==> src/rtl/pmc_pkg.sv <==
package pmc_pkg;
  localparam int ADDR_W = 12;
  localparam logic [ADDR_W-1:0] LEG_BASE   = 12'h0C1;
  localparam logic [ADDR_W-1:0] WIDE_BASE  = 12'h4C1;
  localparam logic [ADDR_W-1:0] ID_ADDR    = 12'h0A0;
  localparam logic [ADDR_W-1:0] CAP_ADDR   = 12'h345;
  localparam logic [ADDR_W-1:0] EN_ADDR    = 12'h38F;
  localparam logic [ADDR_W-1:0] OVF_ADDR   = 12'h390;
  localparam int CAP_WIDE_BIT = 13;

  typedef enum logic [2:0] {
    SEL_NONE, SEL_LEG, SEL_WIDE, SEL_ID, SEL_CAP, SEL_EN, SEL_OVF
  } sel_e;
endpackage

==> src/rtl/pmc_decode.sv <==
module pmc_decode import pmc_pkg::*; #(
  parameter int N     = 7,
  parameter int IDX_W = 3
) (
  input  logic [ADDR_W-1:0] addr_i,
  input  logic              cap_i,
  output sel_e              sel_o,
  output logic [IDX_W-1:0]  idx_o
);
  logic [ADDR_W-1:0] leg_off, wide_off;

  assign leg_off  = addr_i - LEG_BASE;
  assign wide_off = addr_i - WIDE_BASE;

  always_comb begin
    sel_o = SEL_NONE;
    idx_o = '0;
    if (leg_off < ADDR_W'(N)) begin
      sel_o = SEL_LEG;
      idx_o = IDX_W'(leg_off);
    end else if (cap_i && (wide_off < ADDR_W'(N))) begin
      sel_o = SEL_WIDE;
      idx_o = IDX_W'(wide_off);
    end else if (addr_i == ID_ADDR) begin
      sel_o = SEL_ID;
    end else if (addr_i == CAP_ADDR) begin
      sel_o = SEL_CAP;
    end else if (addr_i == EN_ADDR) begin
      sel_o = SEL_EN;
    end else if (addr_i == OVF_ADDR) begin
      sel_o = SEL_OVF;
    end
  end
endmodule

==> src/rtl/pmc_counter.sv <==
module pmc_counter #(
  parameter int W = 40
) (
  input  logic         clk_i,
  input  logic         rst_ni,
  input  logic         en_i,
  input  logic         ev_i,
  input  logic         ld_i,
  input  logic [W-1:0] ld_val_i,
  output logic [W-1:0] cnt_o,
  output logic         wrap_o
);
  logic [W-1:0] cnt_q;
  logic         inc;

  assign inc    = en_i && ev_i && !ld_i;   // load wins over event
  assign wrap_o = inc && (cnt_q == '1);
  assign cnt_o  = cnt_q;

  always_ff @(posedge clk_i or negedge rst_ni) begin
    if (!rst_ni)   cnt_q <= '0;
    else if (ld_i) cnt_q <= ld_val_i;
    else if (inc)  cnt_q <= cnt_q + 1'b1;
  end
endmodule

==> src/rtl/pmc_ctrl.sv <==
module pmc_ctrl #(
  parameter int N = 7
) (
  input  logic         clk_i,
  input  logic         rst_ni,
  input  logic         wr_cap_i,
  input  logic         wr_enr_i,
  input  logic         wr_ovf_i,
  input  logic         cap_bit_i,
  input  logic [N-1:0] wbits_i,
  input  logic [N-1:0] wrap_i,
  output logic         cap_o,
  output logic [N-1:0] cnt_en_o,
  output logic [N-1:0] ovf_o
);
  logic         cap_q;
  logic [N-1:0] en_q, ovf_q, clr;

  assign clr = wr_ovf_i ? wbits_i : '0;

  always_ff @(posedge clk_i or negedge rst_ni) begin
    if (!rst_ni) begin
      cap_q <= 1'b1;
      en_q  <= '0;
      ovf_q <= '0;
    end else begin
      if (wr_cap_i) cap_q <= cap_bit_i;
      if (wr_enr_i) en_q  <= wbits_i;
      ovf_q <= (ovf_q & ~clr) | wrap_i;   // set beats clear
    end
  end

  assign cap_o    = cap_q;
  assign cnt_en_o = en_q;
  assign ovf_o    = ovf_q;
endmodule

==> src/rtl/pmc_bank.sv <==
module pmc_bank import pmc_pkg::*; #(
  parameter int W       = 40,
  parameter int NUM_GP  = 4,
  parameter int NUM_FIX = 3,
  localparam int N      = NUM_GP + NUM_FIX,
  localparam int IDX_W  = (N > 1) ? $clog2(N) : 1
) (
  input  logic              clk_i,
  input  logic              rst_ni,
  input  logic [ADDR_W-1:0] addr_i,
  input  logic              wr_en_i,
  input  logic              rd_en_i,
  input  logic [63:0]       wdata_i,
  input  logic [N-1:0]      ev_i,
  output logic [63:0]       rdata_o,
  output logic              rvalid_o,
  output logic              fault_o
);
  if (W < 32 || W > 48) begin : g_bad_w
    $error("pmc_bank: W must lie in 32..48");
  end

  sel_e                sel;
  logic [IDX_W-1:0]    idx;
  logic                cap;
  logic [N-1:0]        cnt_en, ovf, wrap, ld;
  logic [N-1:0][W-1:0] cnt;
  logic [63:0]         sext, rd_val;
  logic [W-1:0]        ld_val;
  logic                resv_bad, cnt_wr;
  logic [63:0]         rdata_q;
  logic                rvalid_q, fault_q;

  pmc_decode #(.N(N), .IDX_W(IDX_W)) u_dec (
    .addr_i(addr_i), .cap_i(cap), .sel_o(sel), .idx_o(idx)
  );

  assign sext     = {{32{wdata_i[31]}}, wdata_i[31:0]};
  assign resv_bad = |(wdata_i >> W);
  assign ld_val   = (sel == SEL_WIDE) ? wdata_i[W-1:0] : sext[W-1:0];
  assign cnt_wr   = wr_en_i && ((sel == SEL_LEG) || (sel == SEL_WIDE && !resv_bad));

  for (genvar i = 0; i < N; i++) begin : g_cnt
    assign ld[i] = cnt_wr && (idx == IDX_W'(i));
    pmc_counter #(.W(W)) u_cnt (
      .clk_i(clk_i), .rst_ni(rst_ni), .en_i(cnt_en[i]), .ev_i(ev_i[i]),
      .ld_i(ld[i]), .ld_val_i(ld_val), .cnt_o(cnt[i]), .wrap_o(wrap[i])
    );
  end

  pmc_ctrl #(.N(N)) u_ctrl (
    .clk_i(clk_i), .rst_ni(rst_ni),
    .wr_cap_i(wr_en_i && sel == SEL_CAP),
    .wr_enr_i(wr_en_i && sel == SEL_EN),
    .wr_ovf_i(wr_en_i && sel == SEL_OVF),
    .cap_bit_i(wdata_i[CAP_WIDE_BIT]),
    .wbits_i(wdata_i[N-1:0]),
    .wrap_i(wrap),
    .cap_o(cap), .cnt_en_o(cnt_en), .ovf_o(ovf)
  );

  always_comb begin
    unique case (sel)
      SEL_LEG, SEL_WIDE: rd_val = 64'(cnt[idx]);
      SEL_ID:            rd_val = {40'd0, 8'(W), 8'(NUM_FIX), 8'(NUM_GP)};
      SEL_CAP:           rd_val = 64'(cap) << CAP_WIDE_BIT;
      SEL_EN:            rd_val = 64'(cnt_en);
      SEL_OVF:           rd_val = 64'(ovf);
      default:           rd_val = '0;
    endcase
  end

  always_ff @(posedge clk_i or negedge rst_ni) begin
    if (!rst_ni) begin
      rdata_q  <= '0;
      rvalid_q <= 1'b0;
      fault_q  <= 1'b0;
    end else begin
      rvalid_q <= rd_en_i;
      if (rd_en_i) rdata_q <= rd_val;
      fault_q  <= wr_en_i && (sel == SEL_WIDE) && resv_bad;
    end
  end

  assign rdata_o  = rdata_q;
  assign rvalid_o = rvalid_q;
  assign fault_o  = fault_q;
endmodule

==> config.mk <==
export PLATFORM = sky130hd
export DESIGN_NAME = pmc_bank
export DESIGN_NICKNAME = d
export VERILOG_FILES = /design/src/rtl/pmc_pkg.sv /design/src/rtl/pmc_decode.sv /design/src/rtl/pmc_counter.sv /design/src/rtl/pmc_ctrl.sv /design/src/rtl/pmc_bank.sv
export SDC_FILE = /design/constraint.sdc
export NUM_CORES = 1
export LEC_CHECK = 0
export BUFFER_PORTS_ARGS = -buffer_cell sky130_fd_sc_hd__buf_2
export CAP_MARGIN = 20
export CORE_AREA = 2 2 193 290
export CTS_BUF_LIST = sky130_fd_sc_hd__clkbuf_4
export CTS_CLUSTER_DIAMETER = 40
export DETAILED_ROUTE_END_ITERATION = 7
export DIE_AREA = 0 0 195 292
export GPL_ROUTABILITY_DRIVEN = 0
export SYNTH_ARGS = -nofsm -noshare
export SYNTH_HDL_FRONTEND = slang
export SYNTH_SLANG_ARGS = --single-unit
==> constraint.sdc <==
create_clock -name clk_i -period 3.45 [get_ports clk_i]
set_input_delay 0.1725 -clock clk_i [delete_from_list [all_inputs] [get_ports clk_i]]
set_output_delay 0.1725 -clock clk_i [all_outputs]
set_load 0.03 [all_outputs]
# Word-level counts from Yosys, hierarchy flattened
# Cells that the tools add are included.
dict set report totals {
  reg_bits 361
  in_bits 87
  out_inout_bits 66
  elab_cells 133
}
dict set report classes {
  addsub 9
  magnitude_cmp 3
  n_eq_ne 23
  muxes 27
  bitwise_logic 3
  n_reduce_logical 55
}
# cell count
set op_table {}
lappend op_table {{$mux 40} 16}
lappend op_table {{$add 40x1->40 const B} 7}
lappend op_table {{$eq 40x40->1 const B} 7}
lappend op_table {{$pmux 40 s5} 1}
lappend op_table {{$bmux 40 s3} 1}
lappend op_table {{$eq 12x10->1 const B} 3}
lappend op_table {{$logic_and 1x1->1} 36}
lappend op_table {{$lt 12x3->1 const B} 2}
lappend op_table {{$mux 3} 8}
lappend op_table {{$reduce_or 24->1} 1}
lappend op_table {{$eq 3x3->1 const B} 6}
lappend op_table {{$reduce_bool 2->1} 7}
lappend op_table {{$eq 12x8->1 const B} 1}
lappend op_table {{$eq 3x2->1 const B} 4}
lappend op_table {{$sub 12x11->12 const B} 1}
lappend op_table {{$sub 12x8->12 const B} 1}
lappend op_table {{$logic_not 1->1} 8}
lappend op_table {{$and 7x7->7} 1}
lappend op_table {{$mux 7} 1}
lappend op_table {{$not 7->7} 1}
lappend op_table {{$or 7x7->7} 1}
lappend op_table {{$eq 3x1->1 const B} 2}
lappend op_table {{$lt 3x4->1 const B} 1}
lappend op_table {{$logic_not 3->1} 1}
lappend op_table {{2 further kinds} 2}

# Longest topological paths before layout
dict set report logic_depth {
  depth_word 16
  ltp_mapped 16
  ltp_nobuf 9
}

# Cells and area by module
# Synthesis repeated with hierarchy kept, for this count alone.
dict set report unflattened {
  hier_cells 2439
  hier_area_um2 22298.9
}
# mod instances cells_each area_each_um2 seq_area_each_um2
set by_module_without_submodules {}
lappend by_module_without_submodules {{pmc_counter (g_cnt[1].u_cnt ...)} 6 268 2367.3 1001.0}
lappend by_module_without_submodules {pmc_bank 1 458 4667.0 1051.0}
lappend by_module_without_submodules {{pmc_counter (g_cnt[0].u_cnt)} 1 266 2346.0 1001.0}
lappend by_module_without_submodules {pmc_ctrl 1 38 583.1 376.6}
lappend by_module_without_submodules {pmc_decode 1 69 499.2 0.0}

# Worst setup path before layout
# Ideal clock, no wire load.
dict set report synth_timing {
  kind {input-to-reg}
  start {input addr_i[0]}
  end {register g_cnt[6].u_cnt.cnt_q[31]}
  setup_time_ns 0.128
  arrival_time_ns 3.900
  t_required_ns 3.322
  path_slack_ns -0.578
  path_stages 15
  n_path_buf 6
  path_cell_list {buf_1 > clkbuf_1 > inv_1 > clkbuf_1 > ha_1 > clkbuf_1 > xor2_1 > a2111oi_0 > a21boi_2 > nand2_1 > nor4_1 > and3_1 > buf_2 > buf_4 > mux2_1}
}
dict set report synth_via {
  elab_chain_cells 15
  elab_cells_between_ends 28
  cone_classes {add/sub: 2; order compare: 2; eq/ne: 7; mux: 9; reduce/logical: 8}
}
# element line_no
set synth_lines {}
lappend synth_lines {{from (decl)} pmc_bank.sv:10} ;# input logic [ADDR_W-1:0] addr_i,
lappend synth_lines {{parallel branches: the longest is 11 deep, another holds $sub 12x11->12} -}
lappend synth_lines {{$logic_and 1x1->1 *} pmc_bank.sv:44} ;# assign ld[i] = cnt_wr && (idx == IDX_W'(i));
lappend synth_lines {{$logic_not 1->1} pmc_counter.sv:16} ;# assign inc = en_i && ev_i && !ld_i;
lappend synth_lines {{$logic_and 1x1->1} pmc_counter.sv:16}
lappend synth_lines {{$reduce_bool 2->1 (no source line)} -}
lappend synth_lines {{to (signal assigned)} pmc_counter.sv:22} ;# else if (ld_i) cnt_q <= ld_val_i;
lappend synth_lines {{to (signal assigned)} pmc_counter.sv:23} ;# else if (inc) cnt_q <= cnt_q + 1'b1;
lappend synth_lines {{to (decl)} pmc_counter.sv:13} ;# logic [W-1:0] cnt_q;
# Every way passes the cells marked *.
# A chain may end at the register's enable or synchronous reset.

# Final worst setup path
dict set report layout_timing {
  start {register u_ctrl.cap_q, in the netlist u_ctrl.cap_o}
  end {register g_cnt[0].u_cnt.cnt_q[2]}
}
dict set report layout_via {
  elab_chain_cells 11
  elab_cells_between_ends 16
  cone_classes {eq/ne: 2; mux: 5; reduce/logical: 9}
}
# element line_no
set layout_lines {}
lappend layout_lines {{from (decl)} pmc_ctrl.sv:16} ;# logic cap_q;
lappend layout_lines {{from (signal assigned)} pmc_ctrl.sv:27} ;# if (wr_cap_i) cap_q <= cap_bit_i;
lappend layout_lines {{$logic_and 1x1->1 *} pmc_decode.sv:21} ;# end else if (cap_i && (wide_off < ADDR_W'(N))) begin
lappend layout_lines {{$mux 3} pmc_decode.sv:21}
lappend layout_lines {{$mux 3} pmc_decode.sv:18} ;# if (leg_off < ADDR_W'(N)) begin
lappend layout_lines {{$eq 3x2->1} pmc_bank.sv:41} ;# assign cnt_wr = wr_en_i && ((sel == SEL_LEG) || (sel == SEL_WIDE && !resv_bad));
lappend layout_lines {{$logic_and 1x1->1} pmc_bank.sv:41}
lappend layout_lines {{$logic_or 1x1->1} pmc_bank.sv:41}
lappend layout_lines {{$logic_and 1x1->1} pmc_bank.sv:41}
lappend layout_lines {{$logic_and 1x1->1 *} pmc_bank.sv:44}
lappend layout_lines {{$logic_not 1->1} pmc_counter.sv:16}
lappend layout_lines {{$logic_and 1x1->1} pmc_counter.sv:16}
lappend layout_lines {{$reduce_bool 2->1 (no source line)} -}
lappend layout_lines {{to (signal assigned)} pmc_counter.sv:22}
lappend layout_lines {{to (signal assigned)} pmc_counter.sv:23}
lappend layout_lines {{to (decl)} pmc_counter.sv:13}
# Every way passes the cells marked *; elsewhere a longest branch is shown, timed or not.

==> impl_metrics.xml <==
<?xml version="1.0" encoding="UTF-8"?>
<metrics>
  <group name="sta">
    <metric name="final.min_clock_period" unit="ns">3.314</metric>
    <metric name="worst_slew_pin_slew" unit="ns">0.8326</metric>
    <metric name="period_share" unit="%">96.06</metric>
    <metric name="timing.max_slew.rel_slack" unit="%">44.49</metric>
    <metric name="finish_stage_setup_viols" unit="">0</metric>
    <metric name="grt_setup_unrepaired" unit="">false</metric>
    <metric name="hold_violations" unit="">0</metric>
    <metric name="setup-tns-final" unit="ns">0</metric>
    <metric name="finalMaxSlewViolations" unit="">0</metric>
    <metric name="max_freq" unit="GHz">0.3018</metric>
    <metric name="fin_worst_skew" unit="ns">0.05928</metric>
  </group>
  <group name="finish">
    <metric name="area_growth_syn_to_layout" unit="%">17.42</metric>
    <metric name="finish.cell_count_without_fillers" unit="">3187</metric>
    <metric name="finalNetCount" unit="">2522</metric>
    <metric name="drive_gt1_share" unit="%">24.78</metric>
    <metric name="fill_cells" unit="">5201</metric>
  </group>
  <group name="place">
    <metric name="dp_hpwl" unit="µm">57110</metric>
    <metric name="port_buffers" unit="">128</metric>
    <metric name="placed_cells_incl_taps" unit="">2966</metric>
  </group>
  <group name="grt">
    <metric name="grtUsageTotal" unit="%">27.38</metric>
    <metric name="grt.overflow.total" unit="">0</metric>
    <metric name="grt_pass1_vias" unit="">19760</metric>
    <metric name="number_of_antenna_violations_at_the_first_check_in_global_routing" unit="">1</metric>
    <metric name="wire_length_of_the_first_global_routing_pass" unit="µm">119100</metric>
    <metric name="maximum_number_of_pins_on_one_net_before_global_route_repair" unit="">97</metric>
  </group>
  <group name="worst_setup_path">
    <metric name="critical_path_arrival" unit="ns">4.01</metric>
    <metric name="worst-r2r-setup-slack" unit="ns">0.14</metric>
    <metric name="reg2reg_to" unit="">g_cnt[0].u_cnt.cnt_o[2]$_DFFE_PN0P_</metric>
    <metric name="path_class" unit="">flip-flop to flip-flop</metric>
    <metric name="timing.critical_path.from_type" unit="">flip-flop</metric>
    <metric name="worstReg2RegStart" unit="">u_ctrl.cap_o$_DFFE_PN1P_</metric>
    <metric name="crit_end_category" unit="">flip-flop</metric>
    <metric name="worst-path-max-fanout" unit="">22</metric>
    <metric name="worstPathRequired" unit="ns">4.14</metric>
    <metric name="worstRegToRegCells" unit="">8</metric>
  </group>
  <group name="route">
    <metric name="wl" unit="µm">77380</metric>
    <metric name="drc" unit="">0</metric>
    <metric name="initialDrtViolationCount" unit="">1244</metric>
    <metric name="detail_route.first_pass.iterations" unit="">6</metric>
    <metric name="ant_nets" unit="">0</metric>
    <metric name="post_drt_via_cell_ratio" unit="">5.949</metric>
    <metric name="routed_wire_length_per_instance" unit="µm">24.28</metric>
    <metric name="route.vias.total" unit="">18960</metric>
  </group>
  <group name="yosys">
    <metric name="synth_async_sr_flop_share" unit="%">100.0</metric>
    <metric name="synth_cell_type_count" unit="">74</metric>
    <metric name="synth_largest_area_cell" unit="">dfrtp_1</metric>
    <metric name="synth_edf_count" unit="">0</metric>
    <metric name="synth_warnings" unit="">0</metric>
    <metric name="synth-seq-area-share" unit="%">39.17</metric>
    <metric name="synth_top_flop_cell" unit="">dfrtp_1</metric>
    <metric name="postSynthCellCount" unit="">2163</metric>
    <metric name="synth_top_area_share" unit="%">39.04</metric>
    <metric name="yosys-top-cells-area" unit="">dfrtp_1, mux2_2, xnor2_1, mux2i_1, xor2_1</metric>
    <metric name="syn-cell-area" unit="µm²">21530</metric>
    <metric name="synth.avg_cell_area" unit="µm²">9.956</metric>
    <metric name="postSynthRegisterBits" unit="">337</metric>
  </group>
  <group name="floorplan">
    <metric name="ios" unit="">153</metric>
    <metric name="row_count" unit="">105</metric>
    <metric name="coreArea" unit="µm²">54390</metric>
    <metric name="starting_utilization_of_the_core_area" unit="%">39.59</metric>
    <metric name="dieHeight" unit="µm">292</metric>
    <metric name="chipWidth" unit="µm">195</metric>
    <metric name="floorplan.die_area" unit="µm²">56940</metric>
  </group>
  <group name="clocking">
    <metric name="clock_sink_count" unit="">337</metric>
    <metric name="cts_tree" unit="">built</metric>
    <metric name="clock_latency" unit="ns">0.82</metric>
    <metric name="cts_setup_buffers" unit="">0</metric>
    <metric name="numCtsBuffers" unit="">90</metric>
    <metric name="root_buffer" unit="">clkbuf_4</metric>
    <metric name="cts.reportedPaths.clkPinSlew" unit="ns">0.07</metric>
    <metric name="clockBufferDepth" unit="">3</metric>
    <metric name="ctsHtreeMaxLevel" unit="">3</metric>
  </group>
  <group name="pwr">
    <metric name="power_per_cell_area" unit="nW/µm²">344.1</metric>
    <metric name="irDropWorstVdd" unit="V">0.0001679</metric>
    <metric name="p_leak" unit="µW">0.01160</metric>
  </group>
  <group name="job">
    <metric name="drv.max_cap_violation_count" unit="">0</metric>
  </group>
  <group name="worst_hold_path">
    <metric name="worstHoldPathType" unit="">primary input to asynchronous set/reset pin</metric>
  </group>
  <group name="outcome">
    <metric name="run_status" unit="">finished, final reports clean</metric>
  </group>
</metrics>
Yosys cell counts, types with 28 or more instances:
cell and n:
dfrtp_1 336, nor4_1 45, clkbuf_1 75, and3_1 55, xnor2_1 202, nor3_1 38
buf_4 28, o21ai_0 57, nand4_1 75, xor2_1 72, nand3_1 119, inv_1 71
nor2_1 97, mux2i_1 82, a21oi_1 48, mux2_2 212, mux2_1 32, nand2_1 124
and2_1 36, nand2b_1 30
state kept, by name, indices dropped and copies added, names as in the netlist:
signal	flops
u_ctrl.cap_o	1
rvalid_o	1
g_cnt.u_cnt.cnt_o	280
rdata_o	40
u_ctrl.ovf_o	7
fault_o	1
u_ctrl.cnt_en_o	7
cell families after synthesis:
family | share of synthesized area [%]
DFF | 39.17
AOI/OAI and AO/OA | 10.15
adders and majority gates | 0.6391
xor gates and xnor gates | 11.14
muxes | 17.20
and+or+nand+nor | 17.16
other | 0.01741
buffers and inverters | 4.526
cells in the final DEF, fill, tap and decap left out, drive strengths merged, types with 7 or more instances in the layout:
cell           n
o41ai         13
nand2        124
and3          55
o211ai        20
nand3        119
o31a           7
and2          36
dfrtp        336
ha            11
conb          24
nor3          39
mux2         244
inv           73
xnor2        202
nand2b        30
nor4          45
o2111ai       27
a2111oi       15
a22oi         25
a21oi         48
clkbuf       136
o21ai         58
o22a          21
buf          231
and4          26
nor2          97
clkinv        17
nor2b         10
a31oi         12
dlygate4sd3   61
mux2i         82
nand4         75
a221oi        13
xor2          72
power breakdown:
part	total (µW)	leakage (µW)	internal, µW	switching (µW)
combinational	894	0.00633	298	596
sequential	4030	0.00457	3980	43.6
clock	3780	0.000703	2010	1770
total	8700	0.0116	6290	2410
worst max path at each step:
stage	startpoint	to	slack [ns]	depth (start not counted)
floorplan	addr_i[0]	g_cnt[0].u_cnt.cnt_o[31]$_DFFE_PN0P_	0.004	15
global placement	addr_i[1]	rdata_o[1]$_DFFE_PN0P_	-0.11	11
detailed placement	addr_i[1]	rdata_o[1]$_DFFE_PN0P_	-0.16	11
CTS	u_ctrl.cap_o$_DFFE_PN1P_	g_cnt[0].u_cnt.cnt_o[2]$_DFFE_PN0P_	0.15	8
global route	u_ctrl.cap_o$_DFFE_PN1P_	g_cnt[0].u_cnt.cnt_o[2]$_DFFE_PN0P_	0.03	8
finish	u_ctrl.cap_o$_DFFE_PN1P_	g_cnt[0].u_cnt.cnt_o[2]$_DFFE_PN0P_	0.14	8
through the flow:
step	cell area, µm²	hold WS, ns	utilization (%)	worst slack, ns	power (µW)
CTS	25280	0.005333	46.48	0.1535	8787
finish	25290	0.01674	46.49	0.1361	8702
detailed placement	23490	0.2689	43.18	-0.1585	4941
global route	25280	0.05857	46.48	0.03122	9050
floorplan	21650	-0.1231	-	0.004200	4521
global placement	23490	0.2701	43.18	-0.1066	4930
critical path: stages (launching register included):
cell           delay (ns)
dfstp_2              0.60
nand3_1              0.10
a21oi_1              0.32
o21ai_0              0.24
a211oi_4             0.30
or3b_2               0.55
buf_12               0.20
mux2_1               0.31
dlygate4sd3_1        0.55
per-layer routing:
metal  up-vias  wire length (µm)  GRT usage, %
li1       8442                 -             -
met2       797             38560         47.86
met4         0              6531         20.96
met1      9439             28510         29.94
met5         -                 0             0
met3       280              3778         3.892
cell type report:
cell class / count / area, µm² / share of cell area [%]
multi-input combinational: 1632 / 12310 / 48.67
sequential: 337 / 8434 / 33.36
timing repair buffer: 292 / 2222 / 8.788
clock buffer: 136 / 1021 / 4.038
tap: 695 / 869.6 / 3.439
inverter: 71 / 266.5 / 1.054
clock inverter: 22 / 161.4 / 0.6383
antenna: 2 / 5.005 / 0.01979
timing repair:
action                                  in CTS  in global routing
hold buffers                                61                  0
resized for setup                            0                  1
hold endpoints to repair                   448                  0
endpoints found under the setup margin       0                  1
(Power assumes the default switching activity.)
